===== config.mk =====
export PLATFORM = sky130hd
export DESIGN_NAME = lfsr_byte_serializer
export DESIGN_NICKNAME = d
export VERILOG_FILES = /design/src/rtl/lfsr_ser_pkg.sv /design/src/rtl/prs_lfsr.sv /design/src/rtl/bit_down_counter.sv /design/src/rtl/piso_shifter.sv /design/src/rtl/lfsr_byte_serializer.sv
export SDC_FILE = /design/constraint.sdc
export NUM_CORES = 1
export LEC_CHECK = 0
export ABC_AREA = 1
export BUFFER_PORTS_ARGS = -buffer_cell sky130_fd_sc_hd__buf_4
export CORE_UTILIZATION = 40
export CTS_CLUSTER_SIZE = 12
export DETAILED_ROUTE_END_ITERATION = 8
export GPL_TIMING_DRIVEN = 0
export HOLD_SLACK_MARGIN = 0.06
export PLACE_DENSITY = 0.66
export SYNTH_ARGS = -nofsm -noshare
export SYNTH_HDL_FRONTEND = slang
export SYNTH_SLANG_ARGS = --single-unit

===== constraint.sdc =====
create_clock -name clk -period 2.1 [get_ports clk]
set_input_delay 0.105 -clock clk [delete_from_list [all_inputs] [get_ports clk]]
set_output_delay 0.105 -clock clk [all_outputs]
set_load 0.01 [all_outputs]

===== src/rtl/lfsr_ser_pkg.sv =====
`timescale 1ns/1ps
package lfsr_ser_pkg;
  localparam int BYTE_W = 8;
  localparam int CNT_W  = $clog2(BYTE_W);
  typedef logic [BYTE_W-1:0] word_t;
  localparam word_t SEED     = 8'h01;
  localparam word_t TAP_MASK = 8'hB8;  // bits 7,5,4,3 feed back

  function automatic word_t lfsr_step(input word_t s);
    return {s[BYTE_W-2:0], ^(s & TAP_MASK)};
  endfunction
endpackage


===== src/rtl/prs_lfsr.sv =====
`timescale 1ns/1ps
module prs_lfsr
  import lfsr_ser_pkg::*;
(
  input  logic  clk,
  input  logic  rst_n,
  input  logic  adv,
  output word_t state
);
  word_t st;

  always_ff @(posedge clk) begin
    if (!rst_n)   st <= SEED;
    else if (adv) st <= lfsr_step(st);
  end

  assign state = st;

  AST_LFSR_NONZERO: assert property (@(posedge clk) disable iff (!rst_n)
    st != '0);
  AST_LFSR_IDLE: assert property (@(posedge clk) disable iff (!rst_n)
    !adv |=> $stable(st));
endmodule


===== src/rtl/bit_down_counter.sv =====
`timescale 1ns/1ps
module bit_down_counter #(
  parameter int CW = 3
) (
  input  logic clk,
  input  logic rst_n,
  input  logic step,
  output logic last,
  output logic strobe
);
  logic [CW-1:0] cnt;
  logic          strobe_q;

  assign last = (cnt == '0);

  always_ff @(posedge clk) begin
    if (!rst_n) begin
      cnt      <= '1;
      strobe_q <= 1'b0;
    end else begin
      strobe_q <= step && last;
      if (step) cnt <= last ? '1 : cnt - 1'b1;
    end
  end

  assign strobe = strobe_q;

  AST_STROBE_ONE: assert property (@(posedge clk) disable iff (!rst_n)
    strobe_q |=> !strobe_q);
  AST_CNT_FROZEN: assert property (@(posedge clk) disable iff (!rst_n)
    !step |=> $stable(cnt));
endmodule


===== src/rtl/piso_shifter.sv =====
`timescale 1ns/1ps
module piso_shifter
  import lfsr_ser_pkg::*;
(
  input  logic  clk,
  input  logic  rst_n,
  input  logic  load,
  input  logic  shift,
  input  word_t din,
  output logic  ser,
  output word_t word
);
  word_t sreg;
  word_t word_q;

  always_ff @(posedge clk) begin
    if (!rst_n) begin
      sreg   <= SEED;
      word_q <= SEED;
    end else if (load) begin
      sreg   <= din;
      word_q <= din;
    end else if (shift) begin
      sreg <= {1'b0, sreg[BYTE_W-1:1]};
    end
  end

  assign ser  = sreg[0];
  assign word = word_q;

  AST_SHIFT_LSB: assert property (@(posedge clk) disable iff (!rst_n)
    (shift && !load) |=> ser == $past(sreg[1]));
  AST_LOAD_WORD: assert property (@(posedge clk) disable iff (!rst_n)
    load |=> word == $past(din));
endmodule


===== src/rtl/lfsr_byte_serializer.sv =====
`timescale 1ns/1ps
module lfsr_byte_serializer
  import lfsr_ser_pkg::*;
(
  input  logic              clk,
  input  logic              rst_n,
  input  logic              trig,
  input  logic              hold,
  output logic              ser_bit,
  output logic [BYTE_W-1:0] par_word,
  output logic              load_strobe
);
  logic  accept;
  logic  last_bit;
  logic  strobe;
  word_t gen_state;

  assign accept = trig && !hold && !strobe;

  bit_down_counter #(.CW(CNT_W)) u_cnt (
    .clk(clk), .rst_n(rst_n), .step(accept), .last(last_bit), .strobe(strobe)
  );

  prs_lfsr u_gen (
    .clk(clk), .rst_n(rst_n), .adv(accept && last_bit), .state(gen_state)
  );

  piso_shifter u_piso (
    .clk(clk), .rst_n(rst_n), .load(strobe), .shift(accept),
    .din(gen_state), .ser(ser_bit), .word(par_word)
  );

  assign load_strobe = strobe;

  AST_HOLD_FREEZE: assert property (@(posedge clk) disable iff (!rst_n)
    (hold && !load_strobe) |=> ($stable(ser_bit) && $stable(par_word)));
  AST_PAR_STABLE: assert property (@(posedge clk) disable iff (!rst_n)
    !load_strobe |=> $stable(par_word));
  AST_RELOAD_BIT0: assert property (@(posedge clk) disable iff (!rst_n)
    load_strobe |=> ser_bit == par_word[0]);
endmodule


Yosys cells after proc, flatten, opt, wreduce, memory -nomap -nowiden
Cells that the tools add are included.
- register bits after elaboration: 28
- bits of input ports: 4
- output and inout port bits: 10
- word-level logic and storage cells: 17
- add/sub/neg operators: 1
- multiplexer cells: 3
- reduce and logical (&&, ||, !) cells: 8
- operators by type and width (cell ; number):
    8-bit two-way mux ; 2
    8-bit XOR reduction ; 1
    1-bit logical AND ; 3
    3-bit zero test ; 1
    3-bit two-way mux ; 1
    3-bit by 1-bit subtractor with 3-bit output, second input constant ; 1
    1-bit zero test ; 2
    2-bit nonzero test ; 1

Logic depth before layout (Yosys ltp)
- depth in word-level cells: 5
- mapped depth: 8
- depth with buffers taken out: 8

Cells and area by module
A second synthesis with hierarchy kept.
- cell total of the unflattened synthesis: 161
- area total of the unflattened synthesis: 1197.4 um2
- by module, submodules not included (module ; times used ; cells an instance ; area an instance (um2)):
    piso_shifter ; 1 ; 81 ; 629.4
    prs_lfsr ; 1 ; 47 ; 336.6
    bit_down_counter ; 1 ; 27 ; 200.2
    lfsr_byte_serializer ; 1 ; 6 ; 31.3

Worst setup path before layout
No wires, ideal clock.
- path type: flip-flop to flip-flop
- start: reg u_cnt.cnt[0]
- end: reg u_cnt.cnt[0]
- setup time: 0.122 ns
- arrival time: 1.125 ns
- data required time: 1.978 ns
- slack: 0.853 ns
- cell stages (with the launch flop): 8
- buffers on the path: 0
- path through: dfxtp_1 -> inv_1 -> ha_1 -> ha_1 -> inv_1 -> nor2_2 -> nor2_2 -> nand2_1
- cells in the longest elaborated chain, start to end: 2
- RTL lines (what ; line ; text):
    start: declaration ; bit_down_counter.sv:11 ; logic [CW-1:0] cnt;
    start signal: assignment ; bit_down_counter.sv:22 ; if (step) cnt <= last ? '1 : cnt - 1'b1;
    3-bit by 1-bit subtractor with 3-bit output / 3-bit zero test (equally long branches) ; bit_down_counter.sv:22, bit_down_counter.sv:14 ;
    3-bit two-way mux * ; bit_down_counter.sv:22 ;
Mark *: on every way between the ends. The rest lies on a longest branch, timed or not.
A chain may end at the register's enable or synchronous reset.

Worst setup path after layout
- start: reg u_cnt.cnt[0]
- end: reg u_gen.st[7], in the netlist u_gen.state[7]
- cells in the longest elaborated chain, start to end: 2
- RTL lines (what ; line ; text):
    3-bit zero test ; bit_down_counter.sv:14 ; assign last = (cnt == '0);
    1-bit logical AND ; lfsr_byte_serializer.sv:25 ; .clk(clk), .rst_n(rst_n), .adv(accept && last_bit), .state(gen_state)
    end signal: assignment ; prs_lfsr.sv:14 ; else if (adv) st <= lfsr_step(st);
    end: declaration ; prs_lfsr.sv:10 ; word_t st;
No other way between the ends.

==> flow_summary.toml <==
[synthesis]
avgSynthCellArea_um2 = 7.56
netlist_area_um2 = 1140
yosysTopAreaCell = "dfxtp_1"
yosysTopAreaCellShare_pct = 49.1
syn_inst = 151
ys_types = 20
yosys_warnings = 0
ys_seq_elements = 28
yosys-top-cells-area = "dfxtp_1 (49%), nand2_1 (24%), a21oi_1 (7.5%), inv_1 (3.3%), ha_1 (2.2%)"
seq_area_frac_synth_pct = 49.1
syn-num-nets = 157

[setup_path]
critical_path_class = "reg2reg"
startpoint_type = "register"
r2r_start = "u_cnt.cnt[0]"
end_kind = "register"
crit_arrival_ns = 1.69
r2r_cells = 8
rrSetupSlack_ns = 0.70
rr_endpoint = "u_gen.state[7]"
cp_slowest_stage_delay_ns = 0.37
path_max_fanout = 8
crit_required_ns = 2.39
critPathSlowestCell = "dfxtp_1"
crit_chain = "inv_1 > ha_1 > ha_1 > inv_1 > nor2_2 > nor2_2 > nand2_1 > nand2_1"

[sta]
relSlewSlack_pct = 70.1
setup_viol = 0
fmax_mhz = 713
worst_pin_slew_ns = 0.448
slew_viol_final = 0
rsz0062_at_grt = "false"
finalHoldViolCount = 0
finalClockSkew_ns = 0.00214
min_period_over_period_pct = 66.8
min_period_ns = 1.40
setup_tns_ns = 0

[placed_design]
hpwl_um = 1520
port-buffer-count = 13
place.gp.congestion = 0.739

[clock_tree]
cts_tree = "done"
cts_resized = 0
cts_sinks = 28
h-tree-depth = 1
clk_latency_ns = 0.33
cts_root_buf = "clkbuf_4"
post_cts_buffers = 0
clock_path_buffers = 2
cts_buffers = 3
clkSlewWorstSetupHoldPaths_ns = 0.14
ctsHoldBuffers = 1

[min_path]
hold_path_class = "in2reg"
hold_depth = 3
min_from = "trig"
hold_end = "u_cnt.cnt[1]"

[die]
fp.coreArea_um2 = 2730
initial_core_util_pct = 41.7
chipWidth_um = 55.4
io_pins = 14
die_h_um = 55.4
dieArea_um2 = 3070
rows = 19

[drt]
routedWlPerCell_um = 10.3
drc_errors = 0
wl_um = 2050
first_pass_iters = 6
vias_per_cell = 4.80
drt_iter0_markers = 28
ant_nets = 0
vias = 959

[global_route]
grt_max_degree = 16
grt_usage_pct = 14.3
overflow = 0
grt_pass1_vias = 877
antenna_found_initial = 0
grt_pass1_wl_um = 3550

[run_status]
status = "complete, no violations"

[cells_and_area]
fill_cells = 280
num_antenna_cells = 0
finalNetCount = 176
drive_above_1_share_pct = 16.6
final_core_util_pct = 48.4
syn_to_final_growth_pct = 16.0

[pwr]
p_leak_nw = 0.649
power.density_nw_per_um2 = 637
ir_drop_uv = 319
power_mw = 0.843

[flow_run]
drv_cap = 0
==> cell usage in the layout, fill, tap and decap left out, types with 3 or more instances in the layout <==
cell type	Yosys	layout
inv_1	10	10
nand2_1	73	73
buf_4	1	14
nand3_1	3	3
a21oi_1	17	17
dfxtp_1	28	28
clkbuf_4	0	3
==> cells in the mapped netlist (all sizes together) <==
master  count
nand2      74
dfxtp      28
a21oi      18
inv        13
nor2        5
nand3       4
buf         2
ha          2
o21ai       2
clkbuf      1
xnor2       1
xor2        1
==> cell families (layout without fill, tap and decap cells) <==
family | after synthesis | count (layout) | share of synthesized area, %
and+or+nand+nor | 83 | 83 | 31.4
DFF | 28 | 28 | 49.1
AOI/OAI and AO/OA | 20 | 20 | 9.10
buffers and inverters | 16 | 34 | 6.69
adders and majority gates | 2 | 2 | 2.19
xor gates and xnor gates | 2 | 2 | 1.54
==> critical path: cells and delay by family (launching register included) <==
family / cells / cell delay [ns]
DFF: 1 / 0.37
adders and majority gates: 2 / 0.41
buffers and inverters: 2 / 0.13
and+or+nand+nor: 4 / 0.46
==> area by class of cell <==
cell class / instances / area [um2] / share of cell area [%]
Sequential cell: 28 / 561 / 42.3
Tap cell: 31 / 38.8 / 2.93
Clock buffer: 4 / 36.3 / 2.74
Buffer: 3 / 22.5 / 1.70
Multi-Input combinational cell: 107 / 504 / 38.1
Timing Repair Buffer: 14 / 108 / 8.13
Inverter: 13 / 53.8 / 4.06
==> sequential cells by signal, summed over array words and instances, names as in the netlist <==
name,cells
u_piso.sreg,8
u_cnt.cnt,3
u_cnt.strobe,1
u_piso.word,8
u_gen.state,8
==> how the worst max path moves through the flow <==
| stage | from | endpoint | slack (ns) | depth (start not counted) |
|---|---|---|---|---|
| floorplan | u_cnt.cnt[0] | u_cnt.cnt[0] | 0.85 | 7 |
| global placement | u_cnt.cnt[0] | u_gen.state[6] | 0.72 | 8 |
| detailed placement | u_cnt.cnt[0] | u_gen.state[5] | 0.70 | 8 |
| CTS | u_cnt.cnt[0] | u_gen.state[5] | 0.66 | 8 |
| global route | u_cnt.cnt[0] | u_gen.state[7] | 0.54 | 8 |
| finish | u_cnt.cnt[0] | u_gen.state[7] | 0.70 | 8 |
==> power breakdown <==
part	leakage [nW]	internal, mW	switching [mW]
registers	0.226	0.537	0.00284
logic	0.401	0.0161	0.0272
clock network	0.0210	0.106	0.154
==> metal layers <==
layer / up-vias / GRT usage [%] / wire length, um
met3: 5 / 2.81 / 80
met5: - / 0 / 0
met4: 0 / 6.43 / 45
met1: 436 / 17.9 / 947
li1: 503 / - / -
met2: 15 / 23.9 / 976
==> metrics by stage <==
stage	cell area (um2)	hold slack, ns	setup WS (ns)	cells
6_report	1320	0.127	0.698	200
5_1_grt	1320	0.140	0.535	200
4_1_cts	1320	0.128	0.659	200
3_5_place_dp	1280	0.320	0.698	195
3_3_place_gp	1280	0.318	0.724	195
2_1_floorplan	1140	0.189	0.853	151
Note: power is estimated with default switching activity, not from simulation.
